===== src/rtl/dmac_pkg.sv =====
// Shared constants for the dual-lane multiply-accumulate unit.
// Assumes exactly two lanes, split by halfword of each source word.
package dmac_pkg;
    localparam int LANES   = 2;
    localparam int LANE_LO = 0;
    localparam int LANE_HI = 1;
endpackage


===== src/rtl/dmac_issue_reg.sv =====
// Stage one: registers the issue flag and both source words.
// Assumes the synchronous reset must drop any captured operation.
// Operands are loaded only on an issue, so idle cycles do not toggle them.
module dmac_issue_reg #(
    parameter int DATA_W = 32
) (
    input  logic              clk,
    input  logic              rst_n,
    input  logic              issue_valid,
    input  logic [DATA_W-1:0] src_a,
    input  logic [DATA_W-1:0] src_b,
    output logic              stg_valid,
    output logic [DATA_W-1:0] stg_a,
    output logic [DATA_W-1:0] stg_b
);
    // Issue flag of the captured operation; reset discards it.
    always_ff @(posedge clk) begin
        if (!rst_n) stg_valid <= 1'b0;
        else        stg_valid <= issue_valid;
    end

    // Operand capture, enabled by the issue strobe.
    always_ff @(posedge clk) begin
        if (issue_valid) begin
            stg_a <= src_a;
            stg_b <= src_b;
        end
    end
endmodule


===== src/rtl/dmac_lane.sv =====
// Stage two of one lane: unsigned LANE_W x LANE_W multiply, then add
// into an ACC_W accumulator that wraps on overflow.
// Assumes ACC_W >= 2*LANE_W. Clear has priority over the update.
module dmac_lane #(
    parameter int LANE_W = 16,
    parameter int ACC_W  = 40
) (
    input  logic              clk,
    input  logic              rst_n,
    input  logic              clear,
    input  logic              upd,
    input  logic [LANE_W-1:0] op_a,
    input  logic [LANE_W-1:0] op_b,
    output logic [ACC_W-1:0]  acc
);
    localparam int PROD_W = 2 * LANE_W;

    logic [PROD_W-1:0] prod;
    logic [ACC_W-1:0]  prod_ext;

    // Unsigned product, zero-extended to the accumulator width.
    always_comb begin
        prod     = op_a * op_b;
        prod_ext = ACC_W'(prod);
    end

    // Accumulator register: reset and clear first, then add, else hold.
    always_ff @(posedge clk) begin
        if (!rst_n || clear) acc <= '0;
        else if (upd)        acc <= acc + prod_ext;
    end
endmodule


===== src/rtl/dual_mac_unit.sv =====
// Top of the dual-lane multiply-accumulate unit.
// Stage one captures the operands. Stage two runs one dmac_lane per
// halfword, and both lanes update on the same edge.
// Assumes the decoder raises issue_valid for at most one operation per cycle.
module dual_mac_unit #(
    parameter int LANE_W = 16,
    parameter int ACC_W  = 40,
    parameter int DATA_W = dmac_pkg::LANES * LANE_W
) (
    input  logic              clk,
    input  logic              rst_n,
    input  logic              issue_valid,
    input  logic [DATA_W-1:0] src_a,
    input  logic [DATA_W-1:0] src_b,
    input  logic              acc_clear,
    output logic [ACC_W-1:0]  acc_lo,
    output logic [ACC_W-1:0]  acc_hi
);
    import dmac_pkg::*;

    logic                   stg_valid;
    logic [DATA_W-1:0]      stg_a;
    logic [DATA_W-1:0]      stg_b;
    logic [LANES*ACC_W-1:0] acc_all;

    dmac_issue_reg #(.DATA_W(DATA_W)) u_issue (
        .clk         (clk),
        .rst_n       (rst_n),
        .issue_valid (issue_valid),
        .src_a       (src_a),
        .src_b       (src_b),
        .stg_valid   (stg_valid),
        .stg_a       (stg_a),
        .stg_b       (stg_b)
    );

    // One lane per halfword; lane i uses bits [i*LANE_W +: LANE_W].
    for (genvar i = 0; i < LANES; i++) begin : g_lane
        dmac_lane #(.LANE_W(LANE_W), .ACC_W(ACC_W)) u_lane (
            .clk   (clk),
            .rst_n (rst_n),
            .clear (acc_clear),
            .upd   (stg_valid),
            .op_a  (stg_a[i*LANE_W +: LANE_W]),
            .op_b  (stg_b[i*LANE_W +: LANE_W]),
            .acc   (acc_all[i*ACC_W +: ACC_W])
        );
    end

    // Read ports taken from the lane accumulators.
    always_comb begin
        acc_lo = acc_all[LANE_LO*ACC_W +: ACC_W];
        acc_hi = acc_all[LANE_HI*ACC_W +: ACC_W];
    end
endmodule


===== config.mk =====
export PLATFORM = sky130hd
export DESIGN_NAME = dual_mac_unit
export DESIGN_NICKNAME = d
export VERILOG_FILES = /design/src/rtl/dmac_pkg.sv /design/src/rtl/dmac_issue_reg.sv /design/src/rtl/dmac_lane.sv /design/src/rtl/dual_mac_unit.sv
export SDC_FILE = /design/constraint.sdc
export NUM_CORES = 2
export LEC_CHECK = 0
export BUFFER_PORTS_ARGS = -buffer_cell sky130_fd_sc_hd__buf_2
export CAP_MARGIN = 0
export CORE_ASPECT_RATIO = 0.8
export CORE_MARGIN = 8
export CORE_UTILIZATION = 35
export CTS_BUF_LIST = sky130_fd_sc_hd__clkbuf_4 sky130_fd_sc_hd__clkbuf_8 sky130_fd_sc_hd__clkbuf_16
export DETAILED_ROUTE_END_ITERATION = 10
export GPL_ROUTABILITY_DRIVEN = 0
export HOLD_SLACK_MARGIN = 0.12
export MAX_ROUTING_LAYER = met4
export PLACE_DENSITY = 0.5
export SETUP_SLACK_MARGIN = 0.05
export SKIP_LAST_GASP = 1
export SLEW_MARGIN = 0
export SYNTH_ARGS = -nofsm -noshare
export SYNTH_HDL_FRONTEND = slang
export SYNTH_HIERARCHICAL = 1
export SYNTH_SLANG_ARGS = --single-unit

===== constraint.sdc =====
create_clock -name clk -period 7.7 [get_ports clk]
set_input_delay 0.385 -clock clk [delete_from_list [all_inputs] [get_ports clk]]
set_output_delay 0.385 -clock clk [all_outputs]
set_load 0.03 [all_outputs]

* Yosys cells after proc, flatten, opt, wreduce, memory -nomap -nowiden *
Cells that the tools add are included.

cells by class
  add/sub/neg operators = 2
  $mul = 2
  reduce and logical (&&, ||, !) cells = 2

operators with widths
  kind                          count
  adder 40 x 32 -> 40 bit       2
  multiplier 16 x 16 -> 32 bit  2
  logical NOT 1 bit             1
  logical OR 1 bit              1

storage, ports and cells
  register bits after elaboration = 145
  input port bits = 68
  output and inout port bits = 80
  logic and storage cells = 11

* Longest topological paths before layout *
  word-level depth = 2
  depth in mapped cells = 24

* Cells and area by module *
Netlist, hierarchy kept.

by module, submodules not included
  module                         times used  cells an instance  area an instance (µm²)
  dmac_lane at g_lane[1].u_lane  1           1336               11389.7
  dmac_lane at g_lane[0].u_lane  1           1321               11317.1
  dmac_issue_reg                 1           66                 1948.1

* Worst setup path after synthesis *
No wires, ideal clock.

  path kind = flip-flop to flip-flop
  start point = register u_issue.stg_a[26]
  end point = register g_lane[1].u_lane.acc[32]
  arrival = 5.815 ns
  required time = 7.583 ns
  slack = 1.767 ns
  stages on the path, launching flop included = 22
  path buffers = 1
  clock period less this slack = 5.933 ns
  cells stage by stage = edfxtp_1 clkbuf_1 nand2_1 fa_1 fa_1 fa_1 fa_1 inv_1 fa_1 inv_1 fa_1 inv_1 ha_1 a21oi_1 o221ai_1 o311ai_1 nand3_1 a41oi_1 o21ai_1 a41oi_1 mux2i_1 nand2_1

between the ends
  word-level cells in the longest chain between the ends = 2

ends and longest elaborated chain
  what                          RTL line              source
  from (decl)                   dmac_issue_reg.sv:13  output logic [DATA_W-1:0] stg_a,
  from (signal assigned)        dmac_issue_reg.sv:25  stg_a <= src_a;
  multiplier 16 x 16 -> 32 bit  dmac_lane.sv:23       prod = op_a * op_b;
  adder 40 x 32 -> 40 bit       dmac_lane.sv:30       else if (upd) acc <= acc + prod_ext;
  to (signal assigned)          dmac_lane.sv:30
  to (decl)                     dmac_lane.sv:14       output logic [ACC_W-1:0] acc

No other way between the ends.
A chain may end at the register's enable or synchronous reset.

* Final worst setup path *
  start point = register u_issue.stg_a[2]
  end point = register g_lane[0].u_lane.acc[38]

between the ends
  word-level cells in the longest chain between the ends = 2

ends and longest elaborated chain
  what                          RTL line
  multiplier 16 x 16 -> 32 bit  dmac_lane.sv:23
  adder 40 x 32 -> 40 bit       dmac_lane.sv:30
  to (signal assigned)          dmac_lane.sv:30
  to (decl)                     dmac_lane.sv:14

No other way between the ends.

==> impl_metrics.json <==
{
  "status": "finished, final reports clean",
  "drive_gt1_share_pct": 7.52,
  "layout_min_cycle_time_ps": 6990,
  "syn_inst": 2723,
  "grt_pass1_wl_um": 110000,
  "numCtsBuffers": 17,
  "cts_tree": "yes",
  "die_x_um": 313,
  "core_um2": 70100,
  "yosysUniqueCellTypes": 73,
  "synth_most_common_cell": "inv_1",
  "fmax_ghz": 0.143,
  "routed_wl_um": 68400,
  "antenna_left": 0,
  "holdCritPathClass": "in -> reg",
  "grtUsageTotal_pct": 18.2,
  "antenna_found_initial": 7,
  "detailedRoute.firstIterationViolations": 1172,
  "yosysSeqAreaShare_pct": 14.4,
  "cts_sinks": 145,
  "synth_top_area_share_pct": 36.7,
  "initial_core_util_pct": 35.2,
  "root_buffer": "clkbuf_16",
  "seqCellArea_um2": 3550,
  "synth_ff_type": "dfxtp_1",
  "drv_cap": 0,
  "slew_headroom_pct": 28.1,
  "met1_length_um": 33900,
  "die_h_um": 253,
  "timing.final.crit_share_pct": 90.8,
  "arrival_ps": 7360,
  "detailed_place_hpwl_um": 55900,
  "endpoint_kind": "flop",
  "grt_overflow": 0,
  "io_pins": 148,
  "grt_start_max_net_pins": 66,
  "ys_ff_latch": 145,
  "multiInputGateArea_um2": 18100,
  "drc": 0,
  "wl_met3_um": 4220,
  "final-max-slew-violation-count": 0,
  "clkTransAtPathRegs_ps": 80,
  "synth_top_cell_by_area": "fa_1",
  "hold_depth": 1,
  "htreeDepth": 4,
  "ff2ff_path_depth": 19,
  "synth.area.top_cells": "fa_1 37%, ha_1 11%, inv_1 11%",
  "routedWlPerCell_um": 17.9,
  "ys_async_sr_fraction_pct": 0,
  "ys_warn_count": 6,
  "crit_required_ps": 8060,
  "cts_buffer_depth": 2,
  "highest_layer": "met4",
  "setup_viol": 0,
  "crit_fanout": 16,
  "num_rows": 87,
  "post_cts_resized": 0,
  "grt_pass1_vias": 19475,
  "syn_area_um2": 24700,
  "final_nets": 3601,
  "nFillCells": 7077,
  "finClkSkew_ps": 16.8,
  "synthesis.nets": 3463,
  "dr.pass1.iters": 6,
  "setup-tns-final_ps": 0,
  "final_util_pct": 39.1,
  "critical_path_class": "reg -> reg",
  "rsz0062_at_grt": "false",
  "worstSetupStartpointType": "flop",
  "syn_avg_cell_area_um2": 9.05,
  "met2_length_um": 29500,
  "vias": 18285,
  "synth_commonest_cells": "698 x inv_1, 452 x fa_1, 352 x nand2_1",
  "worst_slew_pin_slew_ps": 1080,
  "area_delta_synth_final_pct": 11.3,
  "hold_violations": 0,
  "vias_per_cell": 4.79,
  "die_area_um2": 79200,
  "clock_latency_ps": 490,
  "synth_edf_count": 64,
  "io_buffers": 147
}
## layout by cell type, fill, tap and decap left out, types with 5 or more instances in the layout
master	count
or4_1	7
o211ai_1	9
o22ai_1	5
dfxtp_1	80
o21a_1	7
and3_1	5
a211oi_1	11
buf_2	146
a41oi_1	6
and2_1	229
fa_1	452
inv_1	698
nor2b_1	10
nand3_1	22
nand2_1	352
ha_1	220
xnor2_1	37
a31oi_1	7
clkbuf_16	20
nor3_1	8
dlygate4sd3_1	63
nand2b_1	6
xor2_1	20
nand4_1	14
buf_4	7
diode_2	6
o21ai_1	13
nor2_1	98
a21oi_1	63
a21o_1	29
o31ai_1	5
o21ai_0	34
mux2i_1	43
or3_1	6
edfxtp_1	64
o21bai_1	5
## repair_timing
item,4_1_cts,5_1_grt
endpoints found under the hold margin,63,0
setup buffers,0,0
hold buffers,63,0
## flip-flops by register name (all words and copies together) (netlist names)
register and cells:
u_issue/stg_valid 1, u_issue/stg_b 32, u_issue/stg_a 32, g_lane.u_lane/acc 80
## kinds of logic (layout without fill, tap and decap cells)
| family | after synthesis | in the layout | synth area share, % |
|---|---|---|---|
| buffers and inverters | 795 | 946 | 12.3 |
| and+or+nand+nor | 779 | 779 | 15.3 |
| AOI/OAI and AO/OA | 232 | 232 | 6.36 |
| adders and majority gates | 672 | 672 | 47.9 |
| other | 0 | 6 | 0 |
| DFF | 145 | 145 | 14.4 |
| muxes | 43 | 43 | 1.75 |
| xor gates and xnor gates | 57 | 57 | 2.02 |
## path summary, 6_finish.rpt
kind,start,to,slack (ps)
worst min-delay path,src_a[26],u_issue/stg_a[26],210
worst max register to register,u_issue/stg_a[2],g_lane[0].u_lane/acc[38],710
worst max-delay path,u_issue/stg_a[2],g_lane[0].u_lane/acc[38],710
worst min register to register,g_lane[0].u_lane/acc[31],g_lane[0].u_lane/acc[31],480
## layer usage
metal / vias up / GRT usage, %
li1: 8478 / -
met1: 9315 / 26.5
met2: 441 / 25.9
met3: 51 / 4.09
met4: 0 / 3.78
met5: - / -
## through the flow
step / hold WS (ps) / worst slack, ps / area, um^2 / std cells
global placement: 468 / 913 / 26200 / 3713
global route: 167 / 479 / 27400 / 3814
finish: 208 / 706 / 27400 / 3814
CTS: 156 / 886 / 27400 / 3808
detailed placement: 462 / 938 / 26200 / 3713
floorplan: 484 / 1770 / 24700 / 2723
## cell type report
class,count,area share (%)
Tap cell,934,4.26
Sequential cell,145,12.9
Inverter,698,9.55
Timing Repair Buffer,216,5.15
Clock buffer,21,1.87
Antenna cell,6,0.0547
Clock inverter,11,0.305
Multi-Input combinational cell,1783,65.9
## critical path: stages, from the launching register on
cell	delay [ps]
edfxtp_1	800
nand2_1	170
fa_1	580
inv_1	60
fa_1	470
ha_1	240
fa_1	530
inv_1	50
fa_1	470
inv_1	50
fa_1	690
ha_1	350
a21oi_1	530
o211ai_1	450
a311oi_2	510
nor3_2	140
nor4_2	340
and4bb_1	230
xnor2_1	140
nor2_1	50
Power is not shown: default switching activity piles up to over one toggle a cycle in this logic, so the estimate is an artifact.
